File: src/rtl/srb_pkg.sv
package srb_pkg;
    typedef enum logic [2:0] {
        ST_IDLE,
        ST_CMD,
        ST_DATA,
        ST_HOLD,
        ST_DONE
    } srb_state_t;
endpackage

File: src/rtl/srb_sync.sv
// Brings the serial pins into the core clock domain and detects their edges.
module srb_sync (
    input  logic clk,
    input  logic rst_n,
    input  logic sclk,
    input  logic ssel,
    input  logic sdi,
    output logic sck_rise,
    output logic sck_fall,
    output logic sel_rise,
    output logic sel_fall,
    output logic sdi_smp
);
    logic [2:0] sck_q;
    logic [2:0] sel_q;
    logic [1:0] sdi_q;

    always_ff @(posedge clk or negedge rst_n) begin
        if (!rst_n) begin
            sck_q <= '0;
            sel_q <= '0;
            sdi_q <= '0;
        end else begin
            sck_q <= {sck_q[1:0], sclk};
            sel_q <= {sel_q[1:0], ssel};
            sdi_q <= {sdi_q[0], sdi};
        end
    end

    assign sck_rise = sck_q[1] & ~sck_q[2];
    assign sck_fall = ~sck_q[1] & sck_q[2];
    assign sel_rise = sel_q[1] & ~sel_q[2];
    assign sel_fall = ~sel_q[1] & sel_q[2];
    assign sdi_smp  = sdi_q[1];
endmodule

File: src/rtl/srb_fsm.sv
// Frame state machine: command/data shifting, read-data serialisation.
module srb_fsm
    import srb_pkg::*;
#(
    parameter int ADDR_W = 4,
    parameter int DATA_W = 8
) (
    input  logic              clk,
    input  logic              rst_n,
    input  logic              sck_rise,
    input  logic              sck_fall,
    input  logic              sel_rise,
    input  logic              sel_fall,
    input  logic              sdi_smp,
    input  logic [DATA_W-1:0] rd_data,
    output logic [ADDR_W-1:0] rd_addr,
    output logic              wr_en,
    output logic [ADDR_W-1:0] wr_addr,
    output logic [DATA_W-1:0] wr_data,
    output logic              sdo,
    output logic              sdo_oe,
    output srb_state_t        state
);
    localparam int CNT_W = $clog2(DATA_W);
    localparam logic [CNT_W-1:0] LAST = CNT_W'(DATA_W - 1);

    srb_state_t        nxt;
    logic [CNT_W-1:0]  cnt;
    logic [DATA_W-2:0] sh_in;
    logic [DATA_W-1:0] sh_out;
    logic [DATA_W-1:0] full;
    logic [ADDR_W-1:0] addr;
    logic              rw;
    logic              live;

    assign full = {sh_in, sdi_smp};

    // State register
    always_ff @(posedge clk or negedge rst_n) begin
        if (!rst_n) state <= ST_IDLE;
        else        state <= nxt;
    end

    // Next-state logic
    always_comb begin
        nxt = state;
        unique case (state)
            ST_IDLE: if (sel_rise) nxt = ST_CMD;
            ST_CMD: begin
                if (sel_fall)                      nxt = ST_IDLE;
                else if (sck_rise && cnt == LAST)  nxt = ST_DATA;
            end
            ST_DATA: begin
                if (sel_fall)                      nxt = (cnt == '0) ? ST_HOLD : ST_IDLE;
                else if (sck_rise && cnt == LAST)  nxt = ST_DONE;
            end
            ST_HOLD: if (sel_rise) nxt = ST_DATA;
            ST_DONE: if (sel_fall) nxt = ST_IDLE;
            default: nxt = ST_IDLE;
        endcase
    end

    // Datapath and output registers
    always_ff @(posedge clk or negedge rst_n) begin
        if (!rst_n) begin
            cnt    <= '0;
            sh_in  <= '0;
            sh_out <= '0;
            addr   <= '0;
            rw     <= 1'b0;
            live   <= 1'b0;
        end else begin
            unique case (state)
                ST_IDLE: if (sel_rise) cnt <= '0;
                ST_CMD: begin
                    if (sck_rise) begin
                        sh_in <= full[DATA_W-2:0];
                        cnt   <= cnt + 1'b1;
                        if (cnt == LAST) begin
                            rw     <= full[DATA_W-1];
                            addr   <= full[ADDR_W-1:0];
                            sh_out <= rd_data;
                            live   <= 1'b0;
                        end
                    end
                end
                ST_DATA: begin
                    if (sck_rise) begin
                        sh_in <= full[DATA_W-2:0];
                        cnt   <= cnt + 1'b1;
                    end else if (sck_fall) begin
                        if (live) sh_out <= {sh_out[DATA_W-2:0], 1'b0};
                        live <= 1'b1;
                    end
                end
                ST_HOLD: begin
                    if (sel_rise) begin
                        sh_out <= rd_data;
                        live   <= 1'b1;
                        cnt    <= '0;
                    end
                end
                ST_DONE: ;
                default: ;
            endcase
            if (sel_fall) cnt <= '0;
        end
    end

    assign rd_addr = (state == ST_CMD) ? full[ADDR_W-1:0] : addr;
    assign wr_en   = (state == ST_DATA) && sck_rise && !rw && (cnt == LAST);
    assign wr_addr = addr;
    assign wr_data = full;
    assign sdo_oe  = (state == ST_DATA) && rw && live;
    assign sdo     = sdo_oe & sh_out[DATA_W-1];
endmodule

File: src/rtl/srb_regfile.sv
// Control flops plus read-only status mirror.
module srb_regfile #(
    parameter int ADDR_W    = 4,
    parameter int DATA_W    = 8,
    parameter int STAT_BASE = 12
) (
    input  logic                                   clk,
    input  logic                                   rst_n,
    input  logic                                   wr_en,
    input  logic [ADDR_W-1:0]                      wr_addr,
    input  logic [DATA_W-1:0]                      wr_data,
    input  logic [ADDR_W-1:0]                      rd_addr,
    output logic [DATA_W-1:0]                      rd_data,
    input  logic [((1<<ADDR_W)-STAT_BASE)*DATA_W-1:0] stat_i,
    output logic [STAT_BASE*DATA_W-1:0]            ctrl_o
);
    localparam int NREG = 1 << ADDR_W;

    logic [DATA_W-1:0] ctrl_q [STAT_BASE];

    for (genvar g = 0; g < STAT_BASE; g++) begin : g_ctrl
        always_ff @(posedge clk or negedge rst_n) begin
            if (!rst_n)                                    ctrl_q[g] <= '0;
            else if (wr_en && wr_addr == ADDR_W'(g))       ctrl_q[g] <= wr_data;
        end
        assign ctrl_o[g*DATA_W +: DATA_W] = ctrl_q[g];
    end

    always_comb begin
        rd_data = '0;
        for (int i = 0; i < STAT_BASE; i++)
            if (rd_addr == ADDR_W'(i)) rd_data = ctrl_q[i];
        for (int i = STAT_BASE; i < NREG; i++)
            if (rd_addr == ADDR_W'(i)) rd_data = stat_i[(i-STAT_BASE)*DATA_W +: DATA_W];
    end
endmodule

File: src/rtl/srb_bank.sv
module srb_bank
    import srb_pkg::*;
#(
    parameter int ADDR_W    = 4,
    parameter int DATA_W    = 8,
    parameter int STAT_BASE = 12
) (
    input  logic                                      clk,
    input  logic                                      rst_n,
    input  logic                                      sclk,
    input  logic                                      ssel,
    input  logic                                      sdi,
    output logic                                      sdo,
    output logic                                      sdo_oe,
    input  logic [((1<<ADDR_W)-STAT_BASE)*DATA_W-1:0] stat_i,
    output logic [STAT_BASE*DATA_W-1:0]               ctrl_o
);
    logic              sck_rise, sck_fall, sel_rise, sel_fall, sdi_smp;
    logic              wr_en;
    logic [ADDR_W-1:0] wr_addr, rd_addr;
    logic [DATA_W-1:0] wr_data, rd_data;
    srb_state_t        state;

    srb_sync u_sync (
        .clk(clk), .rst_n(rst_n), .sclk(sclk), .ssel(ssel), .sdi(sdi),
        .sck_rise(sck_rise), .sck_fall(sck_fall),
        .sel_rise(sel_rise), .sel_fall(sel_fall), .sdi_smp(sdi_smp)
    );

    srb_fsm #(.ADDR_W(ADDR_W), .DATA_W(DATA_W)) u_fsm (
        .clk(clk), .rst_n(rst_n),
        .sck_rise(sck_rise), .sck_fall(sck_fall),
        .sel_rise(sel_rise), .sel_fall(sel_fall), .sdi_smp(sdi_smp),
        .rd_data(rd_data), .rd_addr(rd_addr),
        .wr_en(wr_en), .wr_addr(wr_addr), .wr_data(wr_data),
        .sdo(sdo), .sdo_oe(sdo_oe), .state(state)
    );

    srb_regfile #(.ADDR_W(ADDR_W), .DATA_W(DATA_W), .STAT_BASE(STAT_BASE)) u_regs (
        .clk(clk), .rst_n(rst_n),
        .wr_en(wr_en), .wr_addr(wr_addr), .wr_data(wr_data),
        .rd_addr(rd_addr), .rd_data(rd_data),
        .stat_i(stat_i), .ctrl_o(ctrl_o)
    );
endmodule

File: config.mk
export PLATFORM = sky130hd
export DESIGN_NAME = srb_bank
export DESIGN_NICKNAME = d
export VERILOG_FILES = /design/src/rtl/srb_pkg.sv /design/src/rtl/srb_sync.sv /design/src/rtl/srb_fsm.sv /design/src/rtl/srb_regfile.sv /design/src/rtl/srb_bank.sv
export SDC_FILE = /design/constraint.sdc
export NUM_CORES = 1
export LEC_CHECK = 0
export BUFFER_PORTS_ARGS = -buffer_cell sky130_fd_sc_hd__buf_2
export CELL_PAD_IN_SITES_DETAIL_PLACEMENT = 0
export CELL_PAD_IN_SITES_GLOBAL_PLACEMENT = 1
export CORE_ASPECT_RATIO = 2
export CORE_MARGIN = 2
export CORE_UTILIZATION = 40
export DETAILED_ROUTE_END_ITERATION = 7
export GPL_ROUTABILITY_DRIVEN = 0
export GPL_TIMING_DRIVEN = 1
export HOLD_SLACK_MARGIN = 0.1
export PLACE_DENSITY_LB_ADDON = 0.12
export RECOVER_POWER = 100
export SLEW_MARGIN = 25
export SYNTH_ARGS = -nofsm -noshare
export SYNTH_HDL_FRONTEND = slang
export SYNTH_SLANG_ARGS = --single-unit
File: constraint.sdc
create_clock -name clk -period 3.5 [get_ports clk]
set_clock_uncertainty 0.05 [all_clocks]
set_input_delay 0.7 -clock clk [delete_from_list [all_inputs] [get_ports clk]]
set_output_delay 0.7 -clock clk [all_outputs]
set_load 0.005 [all_outputs]
==> run summary <==
The run finished with clean final reports. The via count of the first global-routing pass came out at 6,005. The global route total overflow is 0.

The floorplan step defined a die boundary enclosing 18,300 um2. The tools report the startpoint of the tightest hold check path as u_sync.sel_q[0]$_DFF_PN0_. Multiplexer cells account for 23.6% of the synthesized area. In this run the clock root is driven by a sky130_fd_sc_hd__clkbuf_16.

For this design the static power due to leakage is 4.09 nW. The synthesized netlist devotes 13.2% of its cell area to compound gates. The cell area that synthesis handed to floorplanning was 6860 um2. The floorplan step defined a core boundary enclosing 16,800 um2. The tools report the total wire length after detailed routing as 25,300 um. The ratio of total power to cell area works out to 489 nW/um2. Timing would allow up to 309 MHz. For the pin count of the biggest net entering global routing, the log shows 58.

The tightest min-delay check is of the reg2reg type. The run gives 0 as the initial antenna violation count. The slowest stage of the critical path is the sky130_fd_sc_hd__dfrtp_1 cell.

The placed instance count is 937. The sequential area share after synthesis came out at 47.8%. The logs give 0.26 ns for the register-to-register setup slack and 0.303 ns for the worst slack at placement. 0 antenna diodes ended up in the layout.

On the worst path, the slowest cell contributes a delay of 0.57 ns. The number of hold buffers added after CTS was 0. In the synthesized netlist the async set-or-reset flop fraction comes to 100%. The chip width is 96.6 um, and the simple logic cell fraction of the synthesized area is 11.4%.

The post-route netlist has 35.5% of its cells at a drive strength greater than 1. Count of final max-slew check failures: 0. The tools report the startpoint class of the critical path as a flip-flop.

The logs give 2 for the maximum number of buffers from clock root to sink and 0.41 ns for the clock network latency to the later pin of the worst-skew pair. Count of antenna-violating nets left after detailed routing: 0. sky130_fd_sc_hd__dfrtp_1 is the most common cell in the netlist. For the final-layout setup total negative slack, the log shows 0 ns. The overall via count from detail_route came out at 5,918.

For the data arrival time of the critical path, the log shows 3.47 ns. Worst-case reg-to-reg path depth: 9. By area the synthesized netlist is led by sky130_fd_sc_hd__dfrtp_1 (48%), sky130_fd_sc_hd__mux2_2 (19%), sky130_fd_sc_hd__mux2i_1 (2.9%), sky130_fd_sc_hd__nor2_1 (2.2%), sky130_fd_sc_hd__nand2_1 (2.1%).

Global routing consumed, over all layers together, 27.4% of the routing resources. The layout-stage area growth over the synthesis result is 20.8%. Across the VDD grid, the largest voltage drop is 0.368 mV. Half-perimeter wire length of the detailed placement result: 19,300 um.

The critical path goes through or3b_1 -> buf_12 -> a21oi_2 -> buf_4 -> mux2i_1 -> a21oi_1 -> a221oi_1 -> o211a_1 -> o21ai_0. After synthesis, the most frequently instantiated cells are sky130_fd_sc_hd__dfrtp_1 (131), sky130_fd_sc_hd__mux2_2 (117), sky130_fd_sc_hd__nor2_1 (40). The slew at the pin closest to its max-slew limit came out at 1.47 ns. The shortest clock period the worst path allows after layout is 3.24 ns, and the CTS clock-pin slew for the worst setup and hold paths is 0.06 ns. After synthesis the netlist holds a flip-flop and latch count of 131.

The post-cts resize count was 0. After Yosys synthesis, XOR and XNOR cells account for 0.128% of the synthesized area. The number of remaining DRC errors was 0; the routed length per instance was 26.1 um. After layout, the worst path uses 92.6% of the clock period. The startpoint of the most critical setup path is u_fsm.state[0]$_DFFE_PN0P_. The number of nets handed over by synthesis was 648.

The number of setup buffers added after CTS was 0; the number of setup violations in the final report was 0. The worst setup path is captured at a flip-flop. For this run, the number of Yosys warnings is 0. Cell type with the highest aggregate area in the netlist: sky130_fd_sc_hd__dfrtp_1.

At the worst endpoint, the required time is 3.73 ns. The number of core rows is 67, and the max-slew headroom at the worst pin is 2.06%. The logs give 6 for the number of iterations in the first detailed-routing pass and 0 for the max-capacitance violation count.

After detailed routing, the number of vias per cell comes to 6.11. The run gives 608 as the gate count after technology mapping. Setup repair after global routing left no endpoint under its margin. For this design the top-level I/O count stands at 135.

TritonCTS built the clock tree. In this run the vertical extent of the chip is 189 um. By area, the combinational part of the netlist is dominated by multiplexers. At the end of the flow the core is filled with cells to 49.5%. The worst setup path is of the reg2reg kind.

The first global-routing pass estimated 37,200 um of wire. In this run the mean area of a mapped cell was 11.3 um2. The tools report the net count of the finished layout as 789.

The unique cell type count in the Yosys netlist is 63, and the largest fanout on the critical path is 26. The number of sinks on the clock net is 131, and the final hold violation count is 0. The tools report the worst reg2reg path startpoint as u_fsm.state[0]$_DFFE_PN0P_.

The finished layout holds 968 standard cells, fillers aside. In this run, CTS created clock tree buffers numbering 17. Summed over its instances, the top area cell type makes up 47.8% of the synthesized netlist area. In this run the number of H-tree levels came out at 4.

Yosys mapped a number of flops with a built-in enable equal to 0. For this run, the leading register cell type out of synthesis is sky130_fd_sc_hd__dfrtp_1. Counting instances, the worst hold path has a depth of 0.

The total of buffers placed on input and output ports is 134. The starting density of the core is 40.9%. After Yosys synthesis, full adders, half adders and majority gates account for 0.547% of the synthesized area. The setup slack of the critical path after layout was 0.259 ns. After the first detailed-routing iteration, the DRC count stood at 457.
==> cell type report <==
type | count | area, um2
Fill cell | 1630 | 8470
Clock buffer | 19 | 443
Sequential cell | 131 | 3280
Timing Repair Buffer | 159 | 805
Clock inverter | 12 | 110
Multi-Input combinational cell | 427 | 3350
Tap cell | 207 | 259
Inverter | 13 | 48.8
==> path summary, 6_finish.rpt <==
kind / end
setup / recovery: u_fsm.sh_out[5]$_DFFE_PN0P_
hold / removal: u_sync.sel_q[1]$_DFF_PN0_
setup reg to reg: u_fsm.sh_out[5]$_DFFE_PN0P_
hold reg to reg: u_sync.sel_q[1]$_DFF_PN0_
max in group asynchronous: u_regs.ctrl_o[27]$_DFFE_PN0P_
min in group asynchronous: u_sync.sdi_q[0]$_DFF_PN0_
==> metal layers <==
layer  global-route usage [%]  up-vias  wire [um]
met2                     49.6      314      13600
met3                     4.32       85       1300
met4                     19.4        0       1960
li1                         -     2559          -
met1                     28.5     2960       8470
met5                        0        -          0
==> cells by family (layout without fill, tap and decap cells) <==
| kind of cell | after synthesis | in the layout |
|---|---|---|
| compound gates | 131 | 131 |
| xor+xnor | 1 | 1 |
| fa+ha+maj | 3 | 3 |
| buf+inv | 50 | 203 |
| flops | 131 | 131 |
| mux | 143 | 143 |
| simple gates | 149 | 149 |
==> worst max-delay path: cells and delay by family, from the launching register on <==
kind	cells	cell delay, ns
AO/OA/AOI/OAI	5	1.34
buffers and inverters	2	0.46
flip-flops	1	0.57
multiplexers	1	0.23
AND/OR/NAND/NOR	1	0.44
==> power by group <==
group | internal [W] | total, W | switching, W
logic | 0.000251 | 0.000635 | 0.000384
clock network | 0.000991 | 0.00166 | 0.000672
registers | 0.00155 | 0.00176 | 0.000203
==> cells in the final DEF, fill, tap and decap left out, types with 4 or more instances in the layout <==
cell and instances:
sky130_fd_sc_hd__a21o_1 5, sky130_fd_sc_hd__a21oi_1 29, sky130_fd_sc_hd__a221oi_1 10, sky130_fd_sc_hd__a222oi_1 7, sky130_fd_sc_hd__a22o_1 4, sky130_fd_sc_hd__a22oi_1 11
sky130_fd_sc_hd__a31oi_1 6, sky130_fd_sc_hd__buf_2 94, sky130_fd_sc_hd__buf_4 19, sky130_fd_sc_hd__clkbuf_1 42, sky130_fd_sc_hd__clkbuf_16 17, sky130_fd_sc_hd__clkinvlp_4 4
sky130_fd_sc_hd__dfrtp_1 131, sky130_fd_sc_hd__inv_1 13, sky130_fd_sc_hd__mux2_2 115, sky130_fd_sc_hd__mux2i_1 20, sky130_fd_sc_hd__nand2_1 39, sky130_fd_sc_hd__nand2b_1 7
sky130_fd_sc_hd__nand3_1 7, sky130_fd_sc_hd__nand4b_1 4, sky130_fd_sc_hd__nor2_1 40, sky130_fd_sc_hd__nor2b_1 7, sky130_fd_sc_hd__nor3_1 13, sky130_fd_sc_hd__nor3b_1 4
sky130_fd_sc_hd__nor4bb_1 8, sky130_fd_sc_hd__o21ai_0 18, sky130_fd_sc_hd__o21ai_1 4, sky130_fd_sc_hd__o221ai_1 4, sky130_fd_sc_hd__o22ai_1 8
==> sequential cells by signal, indices dropped and copies added, names as in the netlist <==
signal         cells
u_fsm.sh_in        7
u_fsm.wr_addr      4
u_fsm.sh_out       8
u_fsm.live         1
u_fsm.cnt          3
u_sync.sdi_q       2
u_fsm.state        3
u_sync.sel_q       3
u_fsm.rw           1
u_sync.sck_q       3
u_regs.ctrl_o     96
==> per-stage QoR <==
stage / hold WS (ns) / area, um2 / power [W]
2_1_floorplan: 0.281 / 6860 / 0.00207
3_3_place_gp: 0.294 / 7830 / 0.00241
3_5_place_dp: 0.292 / 7830 / 0.00241
4_1_cts: 0.310 / 8380 / 0.00408
5_1_grt: 0.319 / 8290 / 0.00421
6_report: 0.309 / 8290 / 0.00406
Power figures use the tool's default switching activity.
